[config.mk]
export PLATFORM = sky130hd
export DESIGN_NAME = tap_sweep_seq
export DESIGN_NICKNAME = d
export VERILOG_FILES = /design/src/rtl/tap_sweep_pkg.sv /design/src/rtl/tap_sweep_ctrl.sv /design/src/rtl/tap_sweep_dp.sv /design/src/rtl/tap_sweep_seq.sv
export SDC_FILE = /design/constraint.sdc
export NUM_CORES = 1
export LEC_CHECK = 0
export BUFFER_PORTS_ARGS = -buffer_cell sky130_fd_sc_hd__buf_2
export CORE_UTILIZATION = 55
export CTS_BUF_LIST = sky130_fd_sc_hd__clkbuf_8 sky130_fd_sc_hd__clkbuf_16
export CTS_CLUSTER_DIAMETER = 40
export CTS_CLUSTER_SIZE = 30
export DETAILED_ROUTE_END_ITERATION = 16
export PLACE_DENSITY_LB_ADDON = 0.15
export SYNTH_ARGS = -nofsm -noshare
export SYNTH_HDL_FRONTEND = slang
export SYNTH_HIERARCHICAL = 1
export SYNTH_SLANG_ARGS = --single-unit
[constraint.sdc]
create_clock -name clk -period 7 [get_ports clk]
set_clock_uncertainty 0.1 [all_clocks]
set_input_delay 1.4 -clock clk [delete_from_list [all_inputs] [get_ports clk]]
set_output_delay 1.4 -clock clk [all_outputs]
set_load 0.005 [all_outputs]
[src/rtl/tap_sweep_pkg.sv]
package tap_sweep_pkg;

  typedef enum logic [2:0] {
    BM_LEGACY = 3'd0,
    BM_HS     = 3'd1,
    BM_HS200  = 3'd2,
    BM_SDR104 = 3'd3,
    BM_SDR50  = 3'd4,
    BM_DDR50  = 3'd5,
    BM_HS400  = 3'd6,
    BM_RSVD   = 3'd7
  } busMode_e;

  typedef enum logic [2:0] {
    ST_IDLE,
    ST_CHECK,
    ST_PROBE,
    ST_REQ,
    ST_SETTLE,
    ST_SELECT,
    ST_DONE_OK,
    ST_DONE_ERR
  } sweepState_e;

  // Strobes from the control FSM to the datapath.
  typedef struct packed {
    logic loadCount;
    logic progTap;
    logic record;
    logic settleClr;
    logic settleInc;
    logic advance;
    logic applySel;
    logic failReset;
  } tapCtl_t;

  function automatic logic needsTuning(input logic [2:0] mode);
    return (mode == BM_HS200) || (mode == BM_SDR104) || (mode == BM_SDR50);
  endfunction

endpackage

[src/rtl/tap_sweep_ctrl.sv]
module tap_sweep_ctrl
  import tap_sweep_pkg::*;
(
  input  logic        clk,
  input  logic        rstN,
  input  logic        start,
  input  logic [2:0]  busMode,
  input  logic        cntZero,
  input  logic        cntTooBig,
  input  logic        lastProbe,
  input  logic        settleDone,
  input  logic        cmdAck,
  input  logic        selDone,
  input  logic        selOk,
  output tapCtl_t     ctl,
  output logic        cmdReq,
  output logic        maskValid,
  output logic        busy,
  output logic        done,
  output logic        error
);

  sweepState_e state, stateNext;

  always_ff @(posedge clk or negedge rstN) begin
    if (!rstN) state <= ST_IDLE;
    else       state <= stateNext;
  end

  always_comb begin
    stateNext = state;
    ctl       = '0;
    unique case (state)
      ST_IDLE: begin
        if (start) begin
          if (needsTuning(busMode)) begin
            ctl.loadCount = 1'b1;
            stateNext     = ST_CHECK;
          end else begin
            stateNext = ST_DONE_OK;
          end
        end
      end
      ST_CHECK: begin
        if (cntZero || cntTooBig) stateNext = ST_DONE_OK;
        else                      stateNext = ST_PROBE;
      end
      ST_PROBE: begin
        ctl.progTap = 1'b1;
        stateNext   = ST_REQ;
      end
      ST_REQ: begin
        if (cmdAck) begin
          ctl.record    = 1'b1;
          ctl.settleClr = 1'b1;
          stateNext     = ST_SETTLE;
        end
      end
      ST_SETTLE: begin
        if (settleDone) begin
          if (lastProbe) begin
            stateNext = ST_SELECT;
          end else begin
            ctl.advance = 1'b1;
            stateNext   = ST_PROBE;
          end
        end else begin
          ctl.settleInc = 1'b1;
        end
      end
      ST_SELECT: begin
        if (selDone) begin
          if (selOk) begin
            ctl.applySel = 1'b1;
            stateNext    = ST_DONE_OK;
          end else begin
            ctl.failReset = 1'b1;
            stateNext     = ST_DONE_ERR;
          end
        end
      end
      ST_DONE_OK:  stateNext = ST_IDLE;
      ST_DONE_ERR: stateNext = ST_IDLE;
      default:     stateNext = ST_IDLE;
    endcase
  end

  assign cmdReq    = (state == ST_REQ);
  assign maskValid = (state == ST_SELECT);
  assign busy      = (state != ST_IDLE);
  assign done      = (state == ST_DONE_OK) || (state == ST_DONE_ERR);
  assign error     = (state == ST_DONE_ERR);

  AST_REQ_HELD_TO_ACK: assert property (@(posedge clk) disable iff (!rstN)
    cmdReq && !cmdAck |=> cmdReq);

  AST_MASK_HELD_TO_SEL: assert property (@(posedge clk) disable iff (!rstN)
    maskValid && !selDone |=> maskValid);

  AST_DONE_SINGLE: assert property (@(posedge clk) disable iff (!rstN)
    done |=> !done);

  AST_ERR_ONLY_AT_DONE: assert property (@(posedge clk) disable iff (!rstN)
    error |-> done);

endmodule

[src/rtl/tap_sweep_dp.sv]
module tap_sweep_dp
  import tap_sweep_pkg::*;
#(
  parameter int MASK_W     = 32,
  parameter int CNT_W      = 8,
  parameter int CMP_W      = 32,
  parameter int SETTLE_CYC = 4
) (
  input  logic              clk,
  input  logic              rstN,
  input  tapCtl_t           ctl,
  input  logic [CNT_W-1:0]  tapCount,
  input  logic              cmdErr,
  input  logic [CMP_W-1:0]  cmpResult,
  input  logic [CNT_W-1:0]  selTap,
  input  logic              hs400Load,
  input  logic [1:0]        hs400Val,
  input  logic              cmdReq,
  input  logic              maskValid,
  output logic [CNT_W-1:0]  tapPos,
  output logic [MASK_W-1:0] passMask,
  output logic [MASK_W-1:0] matchMask,
  output logic              tapSelEn,
  output logic              hs400En,
  output logic              hs400Osel,
  output logic              autoRetuneEn,
  output logic              cntZero,
  output logic              cntTooBig,
  output logic              lastProbe,
  output logic              settleDone
);

  localparam int IDX_W = (MASK_W > 1) ? $clog2(MASK_W) : 1;
  localparam int TW    = CNT_W + 1;
  localparam int SW    = (SETTLE_CYC > 1) ? $clog2(SETTLE_CYC) : 1;

  logic [CNT_W-1:0] cntReg;
  logic [CNT_W-1:0] tapIdx;
  logic [CNT_W-1:0] tapNext;
  logic [IDX_W-1:0] probeIdx;
  logic [SW-1:0]    settleCnt;
  logic [TW-1:0]    twiceCnt;

  assign twiceCnt   = {cntReg, 1'b0};
  assign tapNext    = tapIdx + 1'b1;
  assign cntZero    = (cntReg == '0);
  assign cntTooBig  = (twiceCnt >= TW'(MASK_W));
  assign lastProbe  = (TW'(probeIdx) == twiceCnt - 1'b1);
  assign settleDone = (settleCnt == SW'(SETTLE_CYC - 1));

  // Sweep counters and latched tap count.
  always_ff @(posedge clk or negedge rstN) begin
    if (!rstN) begin
      cntReg   <= '0;
      tapIdx   <= '0;
      probeIdx <= '0;
    end else if (ctl.loadCount) begin
      cntReg   <= tapCount;
      tapIdx   <= '0;
      probeIdx <= '0;
    end else if (ctl.advance) begin
      probeIdx <= probeIdx + 1'b1;
      tapIdx   <= (tapNext == cntReg) ? '0 : tapNext;
    end
  end

  always_ff @(posedge clk or negedge rstN) begin
    if (!rstN)              settleCnt <= '0;
    else if (ctl.settleClr) settleCnt <= '0;
    else if (ctl.settleInc) settleCnt <= settleCnt + 1'b1;
  end

  // One result bit per probe in each mask.
  for (genvar b = 0; b < MASK_W; b++) begin : g_maskBit
    always_ff @(posedge clk or negedge rstN) begin
      if (!rstN) begin
        passMask[b]  <= 1'b0;
        matchMask[b] <= 1'b0;
      end else if (ctl.loadCount) begin
        passMask[b]  <= 1'b0;
        matchMask[b] <= 1'b0;
      end else if (ctl.record && (probeIdx == IDX_W'(b))) begin
        passMask[b]  <= !cmdErr;
        matchMask[b] <= (cmpResult == '0);
      end
    end
  end

  always_ff @(posedge clk or negedge rstN) begin
    if (!rstN)             tapPos <= '0;
    else if (ctl.applySel) tapPos <= selTap;
    else if (ctl.progTap)  tapPos <= tapIdx;
  end

  // Tuning state; a failure clears everything and wins over a load.
  always_ff @(posedge clk or negedge rstN) begin
    if (!rstN) begin
      tapSelEn     <= 1'b0;
      hs400En      <= 1'b0;
      hs400Osel    <= 1'b0;
      autoRetuneEn <= 1'b0;
    end else if (ctl.failReset) begin
      tapSelEn     <= 1'b0;
      hs400En      <= 1'b0;
      hs400Osel    <= 1'b0;
      autoRetuneEn <= 1'b0;
    end else begin
      if (ctl.loadCount) begin
        tapSelEn     <= 1'b1;
        autoRetuneEn <= 1'b0;
      end
      if (ctl.applySel) autoRetuneEn <= 1'b1;
      if (hs400Load) begin
        hs400En   <= hs400Val[1];
        hs400Osel <= hs400Val[0];
      end
    end
  end

  AST_TAP_IN_RING: assert property (@(posedge clk) disable iff (!rstN)
    cmdReq |-> (tapPos < cntReg));

  AST_PASS_STABLE: assert property (@(posedge clk) disable iff (!rstN)
    maskValid && $past(maskValid) |-> $stable(passMask) && $stable(matchMask));

  AST_TAP_STEADY_IN_REQ: assert property (@(posedge clk) disable iff (!rstN)
    cmdReq && $past(cmdReq) |-> $stable(tapPos));

endmodule

[src/rtl/tap_sweep_seq.sv]
module tap_sweep_seq
  import tap_sweep_pkg::*;
#(
  parameter int MASK_W     = 32,
  parameter int CNT_W      = 8,
  parameter int CMP_W      = 32,
  parameter int SETTLE_CYC = 4
) (
  input  logic              clk,
  input  logic              rstN,
  input  logic              start,
  input  logic [2:0]        busMode,
  input  logic [CNT_W-1:0]  tapCount,
  input  logic              hs400Load,
  input  logic [1:0]        hs400Val,
  output logic              cmdReq,
  input  logic              cmdAck,
  input  logic              cmdErr,
  input  logic [CMP_W-1:0]  cmpResult,
  output logic [CNT_W-1:0]  tapPos,
  output logic [MASK_W-1:0] passMask,
  output logic [MASK_W-1:0] matchMask,
  output logic              maskValid,
  input  logic              selDone,
  input  logic              selOk,
  input  logic [CNT_W-1:0]  selTap,
  output logic              tapSelEn,
  output logic              hs400En,
  output logic              hs400Osel,
  output logic              autoRetuneEn,
  output logic              busy,
  output logic              done,
  output logic              error
);

  tapCtl_t ctl;
  logic    cntZero, cntTooBig, lastProbe, settleDone;

  tap_sweep_ctrl u_ctrl (
    .clk        (clk),
    .rstN       (rstN),
    .start      (start),
    .busMode    (busMode),
    .cntZero    (cntZero),
    .cntTooBig  (cntTooBig),
    .lastProbe  (lastProbe),
    .settleDone (settleDone),
    .cmdAck     (cmdAck),
    .selDone    (selDone),
    .selOk      (selOk),
    .ctl        (ctl),
    .cmdReq     (cmdReq),
    .maskValid  (maskValid),
    .busy       (busy),
    .done       (done),
    .error      (error)
  );

  tap_sweep_dp #(
    .MASK_W     (MASK_W),
    .CNT_W      (CNT_W),
    .CMP_W      (CMP_W),
    .SETTLE_CYC (SETTLE_CYC)
  ) u_dp (
    .clk          (clk),
    .rstN         (rstN),
    .ctl          (ctl),
    .tapCount     (tapCount),
    .cmdErr       (cmdErr),
    .cmpResult    (cmpResult),
    .selTap       (selTap),
    .hs400Load    (hs400Load),
    .hs400Val     (hs400Val),
    .cmdReq       (cmdReq),
    .maskValid    (maskValid),
    .tapPos       (tapPos),
    .passMask     (passMask),
    .matchMask    (matchMask),
    .tapSelEn     (tapSelEn),
    .hs400En      (hs400En),
    .hs400Osel    (hs400Osel),
    .autoRetuneEn (autoRetuneEn),
    .cntZero      (cntZero),
    .cntTooBig    (cntTooBig),
    .lastProbe    (lastProbe),
    .settleDone   (settleDone)
  );

  AST_FAIL_CLEARS_STATE: assert property (@(posedge clk) disable iff (!rstN)
    error |-> !tapSelEn && !hs400En && !hs400Osel && !autoRetuneEn);

  AST_NO_REQ_WHEN_IDLE: assert property (@(posedge clk) disable iff (!rstN)
    !busy |-> !cmdReq && !maskValid);

endmodule

==> flow_summary.json, run 1 <==
{
  "antenna_found_initial": 0,
  "worst-path-buf-inv": 3,
  "vias": 4388,
  "grt_pass1_vias": 4199,
  "nFillCells": 788,
  "worstPathRequired_ns": 7.15,
  "coreArea_mm2": 0.00933,
  "whs_ns": 0.405,
  "clk_path_buf_depth": 2,
  "crit_path_end_kind": "register",
  "setup_tns_ns": 0,
  "initialDrtViolationCount": 252,
  "critPathArrivalTime_ns": 3.50,
  "die_w_um": 101,
  "antenna_left": 0,
  "path_clk_slew_ns": 0.11,
  "hpwl_um": 8590,
  "placed_cells": 773,
  "synth_top_area_frac": 0.477,
  "area_delta_synth_final_pct": 16.8,
  "fin_util": 0.670,
  "synthTopCellsByCount": "102 x dfrtp_1, 73 x nand2_1, 59 x a21oi_1",
  "postCtsSetupRepairBufs": 0,
  "ys.flop_type": "dfrtp_1",
  "cp_common_cell": "buf_4",
  "finalHoldViolCount": 0,
  "ctsResizeCount": 0,
  "fin_cells": 790,
  "critPathMaxStageDelay_ns": 0.66,
  "synthCells": 542,
  "p_leak_uw": 0.00313,
  "grtUsageTotal": 0.260,
  "busiest_layer": "met2",
  "drive_gt1_frac": 0.322,
  "ios": 142,
  "die_area_mm2": 0.0101,
  "max_freq_mhz": 299,
  "setup_viol": 0,
  "use_met3": 0.0430,
  "synth_edf_count": 0,
  "yosys.cell_count.top_type": "dfrtp_1",
  "setup.worst_path.start_class": "input pin",
  "drcViolationCount": 0,
  "vias_per_cell": 5.55,
  "crit_chain": "buf_2 -> nor2_1 -> mux2i_1 -> nor3b_2 -> buf_4 -> nor4_1 -> nand4_1 -> nor3_2 -> buf_4 -> mux2_1",
  "cts_tree": "done",
  "syn-cell-area_mm2": 0.00535,
  "first_pass_iters": 5,
  "nets": 726,
  "portBuffers": 141,
  "cts.sinks": 102,
  "ys_types": 55,
  "postCtsHoldBufs": 0,
  "wl_per_cell_um": 15.7,
  "clock-root-buffer": "clkbuf_8",
  "start_util": 0.573,
  "use_met1": 0.356,
  "antennaDiodeCount": 0,
  "wirelength_um": 12400,
  "fp.dieH_um": 101,
  "ir_drop_mv": 0.148,
  "htree_levels": 3,
  "drv_cap": 0,
  "cts_buffers": 9,
  "clk_latency_ns": 0.36,
  "rows": 35,
  "ys_warn_count": 6,
  "finalMaxSlewViolations": 0,
  "cp_max_fo": 85,
  "power_density_mw_per_mm2": 307,
  "outcome": "completed",
  "synth_seq_area_share": 0.477,
  "tightest_slew_ns": 0.951,
  "ys_seq_elements": 102,
  "syn_avg_cell_area_um2": 9.87,
  "crit_family": "buffers and inverters",
  "async_reset_ff_frac": 1.00,
  "rsz0062_at_grt": "no",
  "synth_area_leader_cell": "dfrtp_1",
  "syn_nets": 612,
  "max-slew-margin-rel": 0.366,
  "critPathKind": "input pin to register",
  "cpMaxStageDelayCell": "buf_4",
  "grt_overflow": 0,
  "grtUsageMet2": 0.428,
  "fin_crit_sh": 0.478,
  "grt_max_degree": 86,
  "grt_pass1_wl_um": 20500,
  "gp_congestion": 0.805,
  "fin_crit_ns": 3.35,
  "synthTopCellsByArea": "dfrtp_1 48%, mux2_2 7.6%, a21oi_1 5.5%, nand2_1 5.1%, mux2i_1 4.3%",
  "hold_path_class": "register to register"
}
-- power by group --
part           total [µW]  switching, µW  internal [µW]
clock                 360            222            139
sequential            863            160            703
combinational         692            382            310
-- registers in the layout (all words and copies together), names as in the netlist --
name	count
u_dp/matchMask	32
u_dp/tapIdx	8
u_dp/hs400Osel	1
u_dp/settleCnt	2
u_dp/passMask	32
u_dp/cntReg	8
u_dp/hs400En	1
u_ctrl/state	3
u_dp/tapSelEn	1
u_dp/probeIdx	5
u_dp/tapPos	8
u_dp/autoRetuneEn	1
-- routing by layer --
layer	vias up	part of all wire
li1	2098	-
met1	2129	0.44
met2	149	0.49
met3	12	0.059
met4	0	0.011
met5	-	0
-- cell usage in the layout, fill, tap and decap left out, types with 9 or more instances in the layout --
| master | count |
|---|---|
| nand2_1 | 73 |
| mux2_2 | 36 |
| o21ai_0 | 15 |
| xor2_1 | 11 |
| ha_1 | 9 |
| clkbuf_8 | 9 |
| dfrtp_1 | 102 |
| nor2_1 | 41 |
| inv_1 | 10 |
| nand3_1 | 29 |
| buf_2 | 141 |
| nor4_1 | 9 |
| xnor2_1 | 14 |
| a21oi_1 | 59 |
| mux2i_1 | 23 |
| nor3_1 | 9 |
-- metrics by stage --
stage / instance area (µm²) / worst slack (ns) / total power (µW)
after global routing: 6250 / 3.49 / 2060
after global placement: 6050 / 3.30 / 1530
after detailed placement: 6050 / 3.24 / 1570
after CTS: 6240 / 3.63 / 1930
final: 6250 / 3.65 / 1920
after floorplan: 5350 / 3.87 / 1370
-- area by class of cell --
type	count	area (µm²)	share of cell area
Sequential cell	102	2550	0.409
Tap cell	129	161	0.0258
Timing Repair Buffer	146	743	0.119
Clock inverter	7	62.6	0.0100
Clock buffer	9	124	0.0198
Multi-Input combinational cell	387	2560	0.411
Inverter	10	37.5	0.00601
-- cells by family (layout without fill, tap and decap cells) --
family                     Yosys count  in the layout  synth area share
AOI/OAI and AO/OA                   89             89            0.0943
muxes                               62             62             0.125
and+or+nand+nor                    200            200             0.187
xor gates and xnor gates            27             27            0.0491
adders and majority gates            9              9            0.0211
DFF                                102            102             0.477
buffers and inverters               53            172            0.0463
-- worst reg2reg max path, stage by stage, from the launching register on --
cell      delay [ns]
dfrtp_1         0.42
inv_1           0.09
ha_1            0.26
o211ai_1        0.10
o21ai_0         0.13
a21o_1          0.21
a22oi_1         0.16
nor3_1          0.11
nand2b_1        0.20
nor4b_2         0.28
buf_4           0.27
inv_1           0.13
o41ai_4         0.53
nor2_1          0.10
-- path summary, 6_finish.rpt --
kind / start / end / slack [ns] / depth (start not counted)
worst max register to register: u_dp/cntReg[0] / u_dp/tapIdx[3] / 3.81 / 13
min in group asynchronous: rstN / u_dp/tapPos[6] / 0.89 / 1
max in group asynchronous: rstN / u_dp/matchMask[24] / 4.70 / 2
worst max-delay path: busMode[0] / u_dp/matchMask[26] / 3.65 / 10
worst min-delay path: u_dp/matchMask[2] / u_dp/matchMask[2] / 0.41 / 1
worst min register to register: u_dp/matchMask[2] / u_dp/matchMask[2] / 0.41 / 1
Note: power is estimated with default switching activity, not from simulation.
==> run 2, diff against run 1 <==
CORE_UTILIZATION = 48   (was 55)
clock period = 2.85 ns   (was 7 ns; I/O delays follow)
==> run 2 against run 1 <==
Effect of this change:
- sequential power rose by 130%
- non-clock buffer count rose by 23
- worst setup slack got worse by 3.5 ns
- utilization fell by 6.3 points
- total power rose to 2.7 times the previous value
- via count rose by 0.18%
- cell area rose by 5.3%
- combinational power rose to 3.0 times the previous value
- sequential share of layout area fell by 2.1 points
- routed wire length rose by 2.2%
- largest cell class unchanged
==> flow_summary.json, run 2 (synthesis results as in run 1) <==
{
  "finalMaxSlewViolations": 0,
  "p_seq_frac": 0.379,
  "crit_path_end_kind": "register",
  "drive_gt1_frac": 0.352,
  "combPwrFrac": 0.392,
  "layout_common_cells": "140 x buf_2, 102 x dfrtp_1, 73 x nand2_1",
  "grtUsageTotal": 0.231,
  "p_int_uw": 3350,
  "grt_pass1_wl_um": 20800,
  "fin_crit_sh": 0.936,
  "place_area_mm2": 0.00624,
  "grtUsageMet2": 0.367,
  "clk_latency_ns": 0.37,
  "use_met1": 0.319,
  "pwr-share-clk": 0.229,
  "worst_slack_ns": 0.182,
  "final_common_cell": "buf_2",
  "worstPathRequired_ns": 3.01,
  "max-slew-margin-rel": 0.519,
  "coreArea_mm2": 0.0108,
  "p_leak_uw": 0.00330,
  "rows": 38,
  "busiest_layer": "met2",
  "r2r_end": "u_dp/tapIdx[4]",
  "hold_path_class": "input pin to async pin",
  "fin_crit_ns": 2.67,
  "clk_path_buf_depth": 2,
  "wl_per_cell_um": 15.4,
  "multi_input_area_mm2": 0.00259,
  "gp_congestion": 0.862,
  "grt_max_degree": 85,
  "antenna_left": 0,
  "nFillCells": 928,
  "rr_worst_depth": 13,
  "postCtsHoldBufs": 0,
  "cts.sinks": 102,
  "critPathMaxStageDelay_ns": 0.36,
  "outcome": "completed",
  "cts_buffers": 9,
  "antenna_found_initial": 0,
  "ir_drop_mv": 0.399,
  "crit_family": "compound AO/OA/AOI/OAI gates",
  "p_switching_uw": 1890,
  "area_delta_synth_final_pct": 22.9,
  "power_density_mw_per_mm2": 797,
  "rrSetupSlack_ns": 0.18,
  "drv_cap": 0,
  "vias_per_cell": 5.33,
  "fp.dieH_um": 108,
  "worst-path-buf-inv": 3,
  "max_freq_mhz": 375,
  "critPathKind": "register to register",
  "first_pass_iters": 4,
  "path_clk_slew_ns": 0.10,
  "ios": 142,
  "r2r_start": "u_dp/cntReg[0]",
  "critPathArrivalTime_ns": 2.83,
  "largestRegisters": "u_dp/matchMask (32), u_dp/passMask (32)",
  "dp_slack_ns": 0.00277,
  "htree_levels": 3,
  "switching_share": 0.362,
  "die_w_um": 108,
  "cpMaxStageDelayCell": "dfrtp_1",
  "seq_area_mm2": 0.00255,
  "portBuffers": 141,
  "final_area_mm2": 0.00658,
  "grt_pass1_vias": 4272,
  "die_area_mm2": 0.0116,
  "crit_chain": "inv_1 -> ha_2 -> o211ai_1 -> o21ai_1 -> a21o_1 -> a22oi_2 -> nor3_1 -> nand2b_2 -> nor4b_4 -> inv_2 -> o41ai_4 -> buf_4 -> nor2_1",
  "drcViolationCount": 0,
  "finalHoldViolCount": 0,
  "tightest_slew_ns": 0.722,
  "nets": 749,
  "start_util": 0.493,
  "vias": 4396,
  "use_met3": 0.0412,
  "cts_tree": "done",
  "initialDrtViolationCount": 171,
  "wirelength_um": 12700,
  "cp_max_fo": 5,
  "grt_overflow": 0,
  "hpwl_um": 8850,
  "clock-root-buffer": "clkbuf_8",
  "setup_viol": 0,
  "antennaDiodeCount": 0,
  "setup.worst_path.start_class": "register"
}
==> run 2: cell types whose count changed in the layout (fill, tap and decap cells not counted), sizes merged <==
cell,before,now
buf,146,169
clkbuf,9,10
bufinv,0,4
inv,15,12
clkinv,2,0
==> run 2: worst max path at each step <==
stage / start / endpoint / cells past startpoint
floorplan: u_dp/cntReg[0] / u_dp/tapIdx[2] / 12
global placement: u_dp/cntReg[1] / u_dp/tapIdx[7] / 12
detailed placement: u_dp/cntReg[1] / u_dp/tapIdx[3] / 12
CTS: u_dp/cntReg[1] / u_dp/tapIdx[6] / 13
global route: u_dp/cntReg[0] / u_dp/tapIdx[4] / 13
finish: u_dp/cntReg[0] / u_dp/tapIdx[4] / 13
==> run 2: power groups by stage <==
stage | clock (µW) | combinational, µW | sequential, µW
after floorplan | 0 | 1400 | 1960
after global placement | 0 | 1920 | 2010
after detailed placement | 0 | 1970 | 2020
after global routing | 1280 | 2280 | 2030
final | 1200 | 2050 | 1990
after CTS | 1230 | 1980 | 1990
==> run 2: cell type report <==
cell class              instances  share of cell area
multi-input cells             387               0.394
flip-flops and latches        102               0.388
repair buffers                169               0.144
well taps                     140              0.0266
clock buffers                  10              0.0209
clock inverters                 6              0.0202
inverters                      10             0.00571
==> run 2: layer usage <==
metal | vias to the layer above | part of all wire
li1 | 2144 | -
met1 | 2121 | 0.46
met2 | 119 | 0.49
met3 | 12 | 0.046
met4 | 0 | 0.012
met5 | - | 0
==> run 2: metrics by stage <==
stage	utilization	power (µW)	hold WS (ns)	instances	TNS (ns)
6_report	0.607	5240	0.135	824	0
5_1_grt	0.607	5580	0.194	824	-0.0314
4_1_cts	0.602	5200	0.166	821	0
3_5_place_dp	0.576	3990	0.379	804	0
3_3_place_gp	0.576	3930	0.372	804	0
2_1_floorplan	-	3360	0.174	542	0
==> run 2: repair_timing <==
item,CTS,global route
pin swaps,1,1
gates resized for setup,0,9
gates cloned,0,0
setup endpoints to repair,5,13
setup buffers,1,3
